$ cat src/rtl/wdg_pkg.sv
package wdg_pkg;
  localparam int ADDR_W = 5;
  localparam int DATA_W = 32;
  localparam int PER_W  = 8;
  localparam int SEL_W  = 4;
  localparam int EXP_W  = 2;

  localparam logic [ADDR_W-1:0] OFF_CFG  = 5'h00;
  localparam logic [ADDR_W-1:0] OFF_STAT = 5'h04;
  localparam logic [ADDR_W-1:0] OFF_CMD  = 5'h08;
  localparam logic [ADDR_W-1:0] OFF_KEY  = 5'h0C;
  localparam logic [ADDR_W-1:0] OFF_TMR  = 5'h10;

  localparam logic [15:0] UNLOCK_KEY = 16'hC45A;

  localparam int CFG_PER_LSB = 4;
  localparam int CFG_IRQ_BIT = 12;
  localparam int CFG_RST_BIT = 15;
  localparam int STA_EXP_LSB = 12;
  localparam int CMD_GO_BIT  = 0;
  localparam int CMD_STOP_BIT = 1;
  localparam int TMR_RUN_BIT = 31;
  localparam int TMR_AUTO_BIT = 30;

  typedef struct packed {
    logic             rst_en;
    logic             irq_en;
    logic [PER_W-1:0] period;
    logic [SEL_W-1:0] sel;
  } wd_cfg_t;
endpackage

$ cat src/rtl/wd_tick_timer.sv
module wd_tick_timer
  import wdg_pkg::*;
#(
  parameter int TMR_W = 24
) (
  input  logic              clk,
  input  logic              rst,
  input  logic              strobe,
  input  logic              ctrl_wr,
  input  logic [DATA_W-1:0] wdata,
  output logic [DATA_W-1:0] ctrl_q,
  output logic              tick_o
);
  localparam int PAD_W = DATA_W - 2 - TMR_W;

  logic             run_q, auto_q;
  logic [TMR_W-1:0] div_q, cnt_q;
  logic [TMR_W-1:0] wr_reload, cur_reload;

  always_comb begin
    wr_reload  = (wdata[TMR_W-1:0] == '0) ? '0 : wdata[TMR_W-1:0] - 1'b1;
    cur_reload = (div_q == '0) ? '0 : div_q - 1'b1;
  end

  always_ff @(posedge clk) begin
    if (rst) begin
      run_q  <= 1'b0;
      auto_q <= 1'b0;
      div_q  <= '0;
      cnt_q  <= '0;
      tick_o <= 1'b0;
    end else begin
      tick_o <= 1'b0;
      if (ctrl_wr) begin
        run_q  <= wdata[TMR_RUN_BIT];
        auto_q <= wdata[TMR_AUTO_BIT];
        div_q  <= wdata[TMR_W-1:0];
        cnt_q  <= wr_reload;
      end else if (run_q && strobe) begin
        if (cnt_q == '0) begin
          tick_o <= 1'b1;
          cnt_q  <= cur_reload;
          if (!auto_q) run_q <= 1'b0;
        end else begin
          cnt_q <= cnt_q - 1'b1;
        end
      end
    end
  end

  assign ctrl_q = {run_q, auto_q, {PAD_W{1'b0}}, div_q};

  AST_TICK_NEEDS_STROBE: assert property (@(posedge clk) disable iff (rst)
    tick_o |-> $past(strobe)) else $error("tick without strobe");
  AST_ONESHOT_STOPS: assert property (@(posedge clk) disable iff (rst)
    (tick_o && !auto_q && !$past(ctrl_wr)) |-> !run_q) else $error("one-shot kept running");
endmodule

$ cat src/rtl/wd_countdown.sv
module wd_countdown
  import wdg_pkg::*;
(
  input  logic             clk,
  input  logic             rst,
  input  logic             tick,
  input  logic             go,
  input  logic             stop,
  input  logic [PER_W-1:0] period,
  input  logic             irq_en,
  input  logic             rst_en,
  output logic [PER_W-1:0] count_o,
  output logic [EXP_W-1:0] exp_o,
  output logic             running_o,
  output logic             irq_o,
  output logic             sys_rst_o
);
  localparam logic [EXP_W-1:0] EXP_LAST = {EXP_W{1'b1}};

  always_ff @(posedge clk) begin
    if (rst) begin
      count_o   <= '0;
      exp_o     <= '0;
      running_o <= 1'b0;
      irq_o     <= 1'b0;
      sys_rst_o <= 1'b0;
    end else begin
      irq_o <= 1'b0;
      if (stop) begin
        running_o <= 1'b0;
      end else if (go) begin
        count_o   <= period;
        exp_o     <= '0;
        running_o <= 1'b1;
      end else if (running_o && tick) begin
        if (count_o <= 1) begin
          count_o <= period;
          if (exp_o == EXP_LAST) begin
            running_o <= 1'b0;
            sys_rst_o <= sys_rst_o | rst_en;
          end else begin
            exp_o <= exp_o + 1'b1;
            irq_o <= irq_en;
          end
        end else begin
          count_o <= count_o - 1'b1;
        end
      end
    end
  end

  AST_RST_HELD: assert property (@(posedge clk) disable iff (rst)
    sys_rst_o |=> sys_rst_o) else $error("reset dropped");
  AST_START_CLEARS: assert property (@(posedge clk) disable iff (rst)
    (go && !stop) |=> (exp_o == '0 && running_o)) else $error("start did not clear");
  AST_EXP_NO_WRAP: assert property (@(posedge clk) disable iff (rst)
    (exp_o == EXP_LAST) |=> (exp_o == EXP_LAST || exp_o == '0)) else $error("expiry wrapped");
  AST_IRQ_GATED: assert property (@(posedge clk) disable iff (rst)
    irq_o |-> $past(irq_en)) else $error("irq while disabled");
  AST_NO_IRQ_AT_FOURTH: assert property (@(posedge clk) disable iff (rst)
    $rose(sys_rst_o) |-> !irq_o) else $error("irq on fourth expiry");
endmodule

$ cat src/rtl/wd_regs.sv
module wd_regs
  import wdg_pkg::*;
(
  input  logic              clk,
  input  logic              rst,
  input  logic              wr_en,
  input  logic              rd_en,
  input  logic [ADDR_W-1:0] addr,
  input  logic [DATA_W-1:0] wdata,
  input  logic [PER_W-1:0]  count,
  input  logic [EXP_W-1:0]  exp_cnt,
  input  logic [DATA_W-1:0] tmr_ctrl,
  output wd_cfg_t           cfg_o,
  output logic              tmr_wr,
  output logic              go_p,
  output logic              stop_p,
  output logic              unlocked_o,
  output logic [DATA_W-1:0] rdata
);
  logic cmd_wr, key_wr;
  logic [DATA_W-1:0] rd_mux;

  always_comb begin
    cmd_wr = wr_en && (addr == OFF_CMD);
    key_wr = wr_en && (addr == OFF_KEY);
    tmr_wr = wr_en && (addr == OFF_TMR);
    go_p   = cmd_wr && wdata[CMD_GO_BIT];
    stop_p = cmd_wr && wdata[CMD_STOP_BIT] && unlocked_o;
  end

  always_comb begin
    rd_mux = '0;
    unique case (addr)
      OFF_CFG: begin
        rd_mux[SEL_W-1:0]                 = cfg_o.sel;
        rd_mux[CFG_PER_LSB +: PER_W]      = cfg_o.period;
        rd_mux[CFG_IRQ_BIT]               = cfg_o.irq_en;
        rd_mux[CFG_RST_BIT]               = cfg_o.rst_en;
      end
      OFF_STAT: begin
        rd_mux[CFG_PER_LSB +: PER_W]      = count;
        rd_mux[STA_EXP_LSB +: EXP_W]      = exp_cnt;
      end
      OFF_TMR: rd_mux = tmr_ctrl;
      default: rd_mux = '0;
    endcase
  end

  always_ff @(posedge clk) begin
    if (rst) begin
      cfg_o      <= '0;
      unlocked_o <= 1'b0;
      rdata      <= '0;
    end else begin
      if (wr_en && addr == OFF_CFG) begin
        cfg_o.sel    <= wdata[SEL_W-1:0];
        cfg_o.period <= wdata[CFG_PER_LSB +: PER_W];
        cfg_o.irq_en <= wdata[CFG_IRQ_BIT];
        cfg_o.rst_en <= wdata[CFG_RST_BIT];
      end
      if (key_wr)      unlocked_o <= (wdata[15:0] == UNLOCK_KEY);
      else if (cmd_wr) unlocked_o <= 1'b0;
      if (rd_en) rdata <= rd_mux;
    end
  end

  AST_UNLOCK_ONE_SHOT: assert property (@(posedge clk) disable iff (rst)
    cmd_wr |=> !unlocked_o) else $error("unlock survived command");
  AST_BAD_KEY_LOCKS: assert property (@(posedge clk) disable iff (rst)
    (key_wr && wdata[15:0] != UNLOCK_KEY) |=> !unlocked_o) else $error("wrong key unlocked");
endmodule

$ cat src/rtl/quad_expiry_wdog.sv
module quad_expiry_wdog
  import wdg_pkg::*;
#(
  parameter int TMR_W = 24
) (
  input  logic              clk,
  input  logic              rst,
  input  logic              tick_1m_en,
  input  logic              wr_en,
  input  logic              rd_en,
  input  logic [ADDR_W-1:0] addr,
  input  logic [DATA_W-1:0] wdata,
  output logic [DATA_W-1:0] rdata,
  output logic              irq_o,
  output logic              sys_rst_o
);
  wd_cfg_t           cfg;
  logic              tmr_wr, go_p, stop_p, unlocked, tick, running;
  logic [DATA_W-1:0] tmr_ctrl;
  logic [PER_W-1:0]  count;
  logic [EXP_W-1:0]  exp_cnt;

  wd_regs u_regs (
    .clk(clk), .rst(rst), .wr_en(wr_en), .rd_en(rd_en), .addr(addr),
    .wdata(wdata), .count(count), .exp_cnt(exp_cnt), .tmr_ctrl(tmr_ctrl),
    .cfg_o(cfg), .tmr_wr(tmr_wr), .go_p(go_p), .stop_p(stop_p),
    .unlocked_o(unlocked), .rdata(rdata)
  );

  wd_tick_timer #(.TMR_W(TMR_W)) u_timer (
    .clk(clk), .rst(rst), .strobe(tick_1m_en), .ctrl_wr(tmr_wr),
    .wdata(wdata), .ctrl_q(tmr_ctrl), .tick_o(tick)
  );

  wd_countdown u_count (
    .clk(clk), .rst(rst), .tick(tick), .go(go_p), .stop(stop_p),
    .period(cfg.period), .irq_en(cfg.irq_en), .rst_en(cfg.rst_en),
    .count_o(count), .exp_o(exp_cnt), .running_o(running),
    .irq_o(irq_o), .sys_rst_o(sys_rst_o)
  );

  AST_LOCKED_STOP_IGNORED: assert property (@(posedge clk) disable iff (rst)
    (running && !unlocked && !tick && wr_en && addr == OFF_CMD && wdata[CMD_STOP_BIT])
    |=> running) else $error("stop accepted while locked");
endmodule

$ cat config.mk
export PLATFORM = sky130hd
export DESIGN_NAME = quad_expiry_wdog
export DESIGN_NICKNAME = d
export VERILOG_FILES = /design/src/rtl/wdg_pkg.sv /design/src/rtl/wd_tick_timer.sv /design/src/rtl/wd_countdown.sv /design/src/rtl/wd_regs.sv /design/src/rtl/quad_expiry_wdog.sv
export SDC_FILE = /design/constraint.sdc
export NUM_CORES = 1
export LEC_CHECK = 0
export BUFFER_PORTS_ARGS = -buffer_cell sky130_fd_sc_hd__buf_4
export CORE_ASPECT_RATIO = 1.2
export CORE_UTILIZATION = 30
export DETAILED_ROUTE_END_ITERATION = 8
export SLEW_MARGIN = 15
export SYNTH_ARGS = -nofsm -noshare
export SYNTH_HDL_FRONTEND = slang
export SYNTH_SLANG_ARGS = --single-unit
$ cat constraint.sdc
create_clock -name clk -period 3.4 [get_ports clk]
set_input_delay 0.51 -clock clk [delete_from_list [all_inputs] [get_ports clk]]
set_output_delay 0.51 -clock clk [all_outputs]
set_load 0.02 [all_outputs]
## Word level (Yosys, flattened, before mapping)

Index checks and enable logic that the tools add are counted.

| storage, ports and cells | value |
|---|---|
| flip-flop bits (word level) | 111 |
| input port bits | 42 |
| word-level logic and storage cells | 92 |

| cells by class | value |
|---|---|
| $add $sub $neg | 5 |
| order comparisons | 1 |
| equality and inequality tests | 8 |
| muxes and demuxes | 29 |
| bitwise gates (word level) | 6 |
| reduce and logical (&&, ||, !) cells | 27 |

Operators by type and width:

| operator | number |
|---|---|
| $mux W24 | 5 |
| $logic_not A24 Y1 | 3 |
| $sub A24 B1 Y24 const B | 3 |
| $pmux W9 S3 | 1 |
| $mux W8 | 3 |
| $eq A16 B16 Y1 const B | 1 |
| $mux W16 | 1 |
| $mux W1 | 12 |
| $reduce_bool A2 Y1 | 6 |
| $eq A5 B4 Y1 const B | 2 |
| $logic_and A1 B1 Y1 | 9 |
| $le A8 B1 Y1 const B | 1 |
| $mux W2 | 4 |
| $pmux W4 S2 | 1 |
| $sub A8 B1 Y8 const B | 1 |
| $reduce_and A3 Y1 | 2 |
| $reduce_or A6 Y1 | 1 |
| $eq A5 B3 Y1 const B | 1 |
| $eq A5 B5 Y1 const B | 1 |
| $logic_not A5 Y1 | 1 |
| $not A1 Y1 | 5 |
| $reduce_and A5 Y1 | 1 |
| $ne A2 B2 Y1 const B | 2 |
| $pmux W1 S2 | 2 |
| other kinds (7) | 7 |

## Longest topological paths before layout

Gate-level depths: netlist of run 1.

| depth | value |
|---|---|
| depth after elaboration | 6 |
| gate-level depth with buffers | 10 |
| depth with buffers taken out | 8 |

## By module

From an unflattened synthesis of run 1, not the netlist that was laid out.

| unflattened totals | value |
|---|---|
| cells, all modules | 829 |
| area total of the unflattened synthesis | 6870.3 um^2 |

Modules (own cells, without submodules):

| module | instances | cells each | area an instance (um^2) |
|---|---|---|---|
| wd_tick_timer | 1 | 455 | 3704.8 |
| wd_regs | 1 | 271 | 2274.7 |
| wd_countdown | 1 | 103 | 890.9 |

## Worst setup path after synthesis of run 1

No wires, ideal clock.

| timing path | value |
|---|---|
| kind | input-to-reg |
| start | input wdata[7] |
| end | register u_timer.cnt_q[13] |
| data arrival time | 2345 ps |
| required time | 3268 ps |
| slack | 923 ps |
| stages on the path | 7 |
| buffers on the path | 1 |
| path through | clkbuf_1 nor4_1 nand3_1 o31ai_1 o221ai_1 a21oi_1 nor4_2 |

| between the ends | value |
|---|---|
| longest elaborated chain between the ends | 3 |
| elaborated cells between the ends (all ways) | 4 |

Ends and longest elaborated chain:

| element | line | source |
|---|---|---|
| start: declaration | quad_expiry_wdog.sv:12 | `input logic [DATA_W-1:0] wdata,` |
| $sub A24 B1 Y24 or $logic_not A24 Y1 (tied branches) | wd_tick_timer.sv:21 | `wr_reload = (wdata[TMR_W-1:0] == '0) ? '0 : wdata[TMR_W-1:0] - 1'b1;` |
| $mux W24 * | wd_tick_timer.sv:21 |  |
| $mux W24 * | wd_tick_timer.sv:34 | `if (ctrl_wr) begin` |
| end signal: assignment | wd_tick_timer.sv:38 | `cnt_q <= wr_reload;` |
| end signal: assignment | wd_tick_timer.sv:42 | `cnt_q <= cur_reload;` |
| end signal: assignment | wd_tick_timer.sv:45 | `cnt_q <= cnt_q - 1'b1;` |
| end: declaration | wd_tick_timer.sv:17 | `logic [TMR_W-1:0] div_q, cnt_q;` |

Every way passes the cells marked *; elsewhere a longest branch is shown, timed or not.
A chain may end at the register's enable or synchronous reset.

## Final worst setup path of run 1

| timing path | value |
|---|---|
| start | register u_timer.cnt_q[8] |
| end | register u_timer.cnt_q[17] |

| between the ends | value |
|---|---|
| longest elaborated chain between the ends | 4 |
| elaborated cells between the ends (all ways) | 5 |

Ends and longest elaborated chain:

| element | line | source |
|---|---|---|
| $sub A24 B1 Y24 or $logic_not A24 Y1 (tied branches) | wd_tick_timer.sv:45, wd_tick_timer.sv:40 |  |
| $mux W24 * | wd_tick_timer.sv:40 | `if (cnt_q == '0) begin` |
| $mux W24 * | wd_tick_timer.sv:39 | `end else if (run_q && strobe) begin` |
| $mux W24 * | wd_tick_timer.sv:34 |  |

Every way passes the cells marked *; elsewhere a longest branch is shown, timed or not. The select of a mux whose other input is x is not followed.

==> out/qor.yml, run 1 <==
yosys:
  synth.area.top_cells: "dfxtp_1, a21oi_1, nand2_1"
  synth_top_family_by_area: "simple AND/OR/NAND/NOR gates"
  synthXorXnorAreaFrac_pct: 6.913
  synth-seq-cells: 105
  synth_area_leader_cell: "dfxtp_1"
  synthAdderAreaFrac_pct: 2.021
  ys_types: 61
  synthSimpleGateAreaFrac_pct: 28.48
  syn-cell-area_mm2: 0.006190
  synth_edf_count: 0
  async_flop_share_pct: 0
  ys_warn_count: 0
  yosysTopAreaCellShare_pct: 33.96
  synth-main-ff-cell: "dfxtp_1"
  synth_mux_area_share_pct: 3.942
  synth_area_per_cell_um2: 7.613
  syn_inst: 813
  synth-compound-area-share_pct: 19.71
  yosysSeqAreaShare_pct: 33.96
sta:
  slew-limit-headroom_pct: 24.92
  finalHoldViolCount: 0
  grt_setup_unrepaired: "no"
  period_share_pct: 82.60
  min_period_ns: 2.808
  worst_slack_ns: 0.5915
  skew_ns: 0.008802
  setup_viol: 0
  fin_setup_tns_ns: 0
  drv_slew: 0
  max_freq_ghz: 0.3561
  tightestPinTransition_ns: 1.122
placed_design:
  preCtsSetupSlack_ns: 0.5932
  port_buffers: 63
  placed_cells: 1105
  dpl.hpwl_um: 13640
  place.gp.congestion: 0.8933
cells_and_area:
  final_common_cell: "nand2_1"
  fin_nets: 903
  layout-drive-gt1-share_pct: 14.97
  antenna_cells: 0
  area_growth_pct: 16.33
  instances_no_fill: 1120
  post-route-util_pct: 35.55
  nFillCells: 2203
  layout_common_cells: "nand2_1, dfxtp_1, nor2_1"
clock_tree:
  cts_hold_buf: 0
  cts_tree: "built"
  cts_max_level: 3
  root_buffer: "clkbuf_16"
  cts_resized: 0
  post-cts-setup-buffers: 0
  clockBufferDepth: 2
  cts_buffers: 9
  worstSkewPairLatency_ns: 0.35
  clk_pin_slew_ns: 0.08
  clock-sinks: 105
critical_path:
  worst-setup-path-type: "flip-flop to flip-flop"
  crit_buf_inv: 1
  crit_path_end_kind: "flip-flop"
  arrival_ns: 3.08
  cp.required_ns: 3.67
  crit_family: "simple AND/OR/NAND/NOR gates"
  cp.depth: 7
  reg2regPathDepth: 7
  cpPeakStageDelay_ns: 0.58
  startpoint_type: "flip-flop"
  cp_slowest_cell: "or4_4"
  path_cells: "or4_4 > nor4_1 > o211ai_1 > nor2_1 > buf_4 > a22oi_1 > a211oi_1"
  critPathMaxFanout: 5
detailed_routing:
  routed_wl_um: 18700
  viasPerCell: 5.338
  drc: 0
  dr.first_iter.drc_count: 387
  ant_nets: 0
  num_vias: 5978
  post_drt_wl_per_cell_um: 16.69
  first_pass_iters: 7
global_routing:
  grt-ovfl-total: 0
  grt_max_degree: 68
  grt_pass1_wl_um: 30270
  grt_pass1_vias: 5631
  grt_usage_pct: 17.67
  antenna_found_initial: 0
die:
  core_area_mm2: 0.02025
  fp-row-count: 57
  die_area_mm2: 0.02121
  die_h_um: 159.4
  dieWidth_um: 133.1
  start_util_pct: 30.56
  pin_count: 76
power_and_ir_drop:
  power.leakage_nw: 2.755
  power_density_mw_per_mm2: 385.1
  peakVddDrop_mv: 0.2096
worst_hold_path:
  whs_path_depth: 3
  hold_class: "input pin to flip-flop"
job:
  cap_violations: 0
status:
  status: "finished clean"
[worst min-delay path, cell delays in order]
cell     delay [ns]
buf_4          0.11
nand2_1        0.05
a21oi_1        0.05
[power by group]
group          leakage (nW)  internal, mW  switching (mW)
clock                 0.142         0.580           0.507
combinational          1.77         0.162           0.268
sequential            0.848          1.24          0.0137
total                  2.75          1.98           0.789
[through the flow]
stage	total power [mW]	instance area, um^2	hold slack (ns)
2_1_floorplan	1.562	6208	0.4308
4_1_cts	2.785	7201	0.3969
5_1_grt	2.872	7201	0.4238
6_report	2.773	7201	0.4022
3_5_place_dp	1.710	6899	0.4452
3_3_place_gp	1.710	6899	0.4394
[flip-flops by register name (all words and copies together) (netlist names)]
| signal | count |
|---|---|
| u_count.exp_o | 2 |
| u_count.running_o | 1 |
| u_count.count_o | 8 |
| u_count.irq_o | 1 |
| u_timer.cnt_q | 24 |
| u_timer.auto_q | 1 |
| u_regs.unlocked_o | 1 |
| u_count.sys_rst_o | 1 |
| u_timer.run_q | 1 |
| u_timer.tick_o | 1 |
| u_regs.cfg_o | 14 |
| u_timer.div_q | 24 |
| u_regs.rdata | 26 |
[path summary, 6_finish.rpt]
| path | slack [ns] | startpoint | endpoint |
|---|---|---|---|
| max | 0.59 | u_timer.cnt_q[8] | u_timer.cnt_q[17] |
| min | 0.40 | wdata[30] | u_timer.auto_q |
| max reg2reg | 0.59 | u_timer.cnt_q[8] | u_timer.cnt_q[17] |
| min reg2reg | 0.46 | u_regs.cfg_o[1] | u_regs.cfg_o[1] |
[logic make-up after synthesis]
group                    count (synthesis)
AND/OR/NAND/NOR                        360
AO/OA/AOI/OAI                          196
flip-flops                             105
other                                    1
adder cells (fa/ha/maj)                 10
XOR/XNOR                                48
multiplexers                            22
buffers and inverters                   71
[Yosys cell counts, types with 2 or more instances]
library cell and instances:
nand3b_1 2, a211oi_1 26, o41ai_1 2, a221oi_1 4, clkbuf_1 43, nand4_1 5, or2_2 2, nor2_1 88
dfxtp_1 105, nor3_1 22, mux2i_1 3, and3b_1 2, o31ai_1 11, nand2_1 116, buf_1 4, and3_1 6
and2_1 4, nand2b_1 8, a21oi_1 87, nand3_1 18, o311ai_0 2, buf_4 6, ha_1 10, nor3b_1 4
buf_2 5, or4b_2 2, nor4_1 33, xnor2_1 22, or4_1 10, o211ai_1 3, o21ai_0 23, inv_1 11
o22ai_1 3, a311oi_1 2, xor2_1 25, a21o_1 3, or3_1 13, a22oi_1 18, nand4b_1 4, nor2b_1 14
mux2_2 19, or4_4 3, o32a_1 2
[final cells by class]
cell class | count | area, um^2 | area share (%)
clock buffer | 9 | 225.2 | 3.128
clock inverter | 6 | 76.32 | 1.060
inverter | 11 | 41.29 | 0.5734
multi-input combinational | 642 | 3809 | 52.89
sequential | 105 | 2102 | 29.19
tap | 265 | 331.6 | 4.605
timing repair buffer | 82 | 615.6 | 8.549
[metal layers]
metal	GRT usage [%]	part of all wire, %	vias up
met3	1.783	4.7	23
li1	-	-	2983
met4	5.114	1.6	0
met1	22.68	44	2789
met5	0	0	-
met2	31.10	50	183
(Power assumes the default switching activity.)
==> inputs of run 2 (changes only) <==
==> constraint.sdc (replaced) <==
create_clock -name clk -period 2.35 [get_ports clk]
set_input_delay 0.3525 -clock clk [delete_from_list [all_inputs] [get_ports clk]]
set_output_delay 0.3525 -clock clk [all_outputs]
set_load 0.02 [all_outputs]
==> run 2 against run 1 <==
Compared with the run above: worst setup slack lost 0.53 ns; non-clock buffer count grew 86; worst hold slack lost 0.16 ns; die area is the same; flip-flop and latch count is the same; global-route usage grew 1.2 points; critical path type unchanged; core utilization grew 4.1 points; power grew 46%.
==> out/qor.yml, run 2 (synthesis gave the netlist of run 1 again) <==
power_and_ir_drop:
  power.leakage_nw: 3.233
  power_density_mw_per_mm2: 505.7
  peakVddDrop_mv: 0.2905
critical_path:
  r2r_slack_ns: 0.06
  crit_path_end_kind: "flip-flop"
  reg2regPathDepth: 6
  rr_endpoint: "u_timer.cnt_q[15]"
  arrival_ns: 2.56
  critPathMaxFanout: 6
  cp.required_ns: 2.63
  timing.rr.start: "u_timer.div_q[0]"
  startpoint_type: "flip-flop"
  worst-setup-path-type: "flip-flop to flip-flop"
placed_design:
  placed_cells: 1191
  dpl.hpwl_um: 15150
  port_buffers: 63
  place.gp.congestion: 0.9087
  preCtsSetupSlack_ns: -0.1176
sta:
  tightestPinTransition_ns: 0.5993
  max_freq_ghz: 0.4370
  min_period_ns: 2.288
  worst_slack_ns: 0.06176
  grt_setup_unrepaired: "yes"
  finalHoldViolCount: 0
  holdWs_ns: 0.2438
  fin_setup_tns_ns: 0
  skew_ns: 0.007882
  setup_viol: 0
  period_share_pct: 97.37
  slew-limit-headroom_pct: 59.93
  drv_slew: 0
detailed_routing:
  viasPerCell: 5.202
  dr.first_iter.drc_count: 316
  routed_wl_um: 19730
  drc: 0
  post_drt_wl_per_cell_um: 16.34
  first_pass_iters: 5
  num_vias: 6279
  ant_nets: 0
clock_tree:
  clockBufferDepth: 2
  clock-sinks: 105
  cts_max_level: 3
  cts_tree: "built"
  root_buffer: "clkbuf_16"
  worstSkewPairLatency_ns: 0.36
  clk_pin_slew_ns: 0.07
  post-cts-setup-buffers: 0
  cts_buffers: 9
  cts_hold_buf: 0
global_routing:
  grt_usage_pct: 18.84
  antenna_found_initial: 0
  grt_pass1_vias: 6077
  grt_max_degree: 42
  grt-ovfl-total: 0
  grt_pass1_wl_um: 31660
cells_and_area:
  reg.largest.list: "u_regs.rdata: 26 flops, u_timer.cnt_q: 24 flops, u_timer.div_q: 24 flops"
  final_common_cell: "buf_4"
  area_growth_pct: 29.63
  layout_common_cells: "buf_4, nand2_1, dfxtp_1"
  regMostFlops: "u_regs.rdata"
  largest_register_ffs: 26
  layout-drive-gt1-share_pct: 26.14
  instances_no_fill: 1207
  fin_nets: 989
die:
  die_h_um: 159.4
  die_area_mm2: 0.02121
  dieWidth_um: 133.1
  fp-row-count: 57
  core_area_mm2: 0.02025
  start_util_pct: 30.56
  pin_count: 76
worst_hold_path:
  whs_path_depth: 3
  hold_start: "wdata[30]"
  hold_class: "input pin to flip-flop"
  hold-path-endpoint: "u_timer.auto_q"
status:
  status: "finished clean"
job:
  cap_violations: 0
[run 2: cell count changes in the layout (fill, tap and decap cells not counted), moves of 3 or more]
cell	change
a21oi_1	-5
a21oi_2	+5
buf_4	+84
nor2_1	-4
nor2_2	+3
nor3_1	-3
nor4_1	-6
nor4_2	+4
or3_1	-4
or3_4	+4
[run 2: power by group]
group	total, mW	switching [mW]	leakage [nW]	internal, mW
Sequential	1.81	0.0136	0.848	1.80
Clock	1.46	0.709	0.135	0.750
Combinational	0.787	0.440	2.25	0.347
Total	4.06	1.16	3.23	2.90
[run 2: routing by layer]
layer,share of wire [%],global-route usage (%)
met1,44,23.49
met2,51,32.98
met3,3.7,2.929
met4,1.9,5.992
met5,0,0
[run 2: layout make-up]
cell class | count | area [um^2]
antenna | 1 | 2.502
clock buffer | 10 | 239.0
clock inverter | 5 | 38.79
fill | 2115 | 12230
inverter | 11 | 41.29
multi-input combinational | 642 | 3991
sequential | 105 | 2102
tap | 265 | 331.6
timing repair buffer | 168 | 1277
[run 2: how the worst max path moves through the flow]
stage                           from                end  slack (ns)
finish              u_timer.div_q[0]  u_timer.cnt_q[15]        0.06
global route        u_timer.cnt_q[8]  u_timer.cnt_q[18]      0.0004
CTS                 u_timer.cnt_q[8]  u_timer.cnt_q[23]        0.01
detailed placement  u_timer.cnt_q[1]   u_timer.cnt_q[6]       -0.12
global placement    u_timer.cnt_q[0]  u_timer.cnt_q[20]       -0.13
floorplan           u_timer.div_q[4]  u_timer.cnt_q[13]      -0.005
[run 2: repair_timing]
action | CTS | global route
resized for setup | 11 | 29
setup endpoints to repair | 21 | 22
pin swaps | 1 | 12
[run 2: critical path, cell delays in order (launching register included)]
cell and delay [ns]:
dfxtp_1 0.32, or4_4 0.56, or3_4 0.43, or4_1 0.43
a21oi_2 0.18, o31ai_1 0.08, a211oi_1 0.22
[run 2: through the flow]
step / util, % / power (mW) / area [um^2]
floorplan: - / 2.262 / 6216
global placement: 37.31 / 2.583 / 7557
detailed placement: 37.31 / 2.585 / 7557
CTS: 38.96 / 4.047 / 7891
global route: 39.60 / 4.233 / 8021
finish: 39.62 / 4.058 / 8024
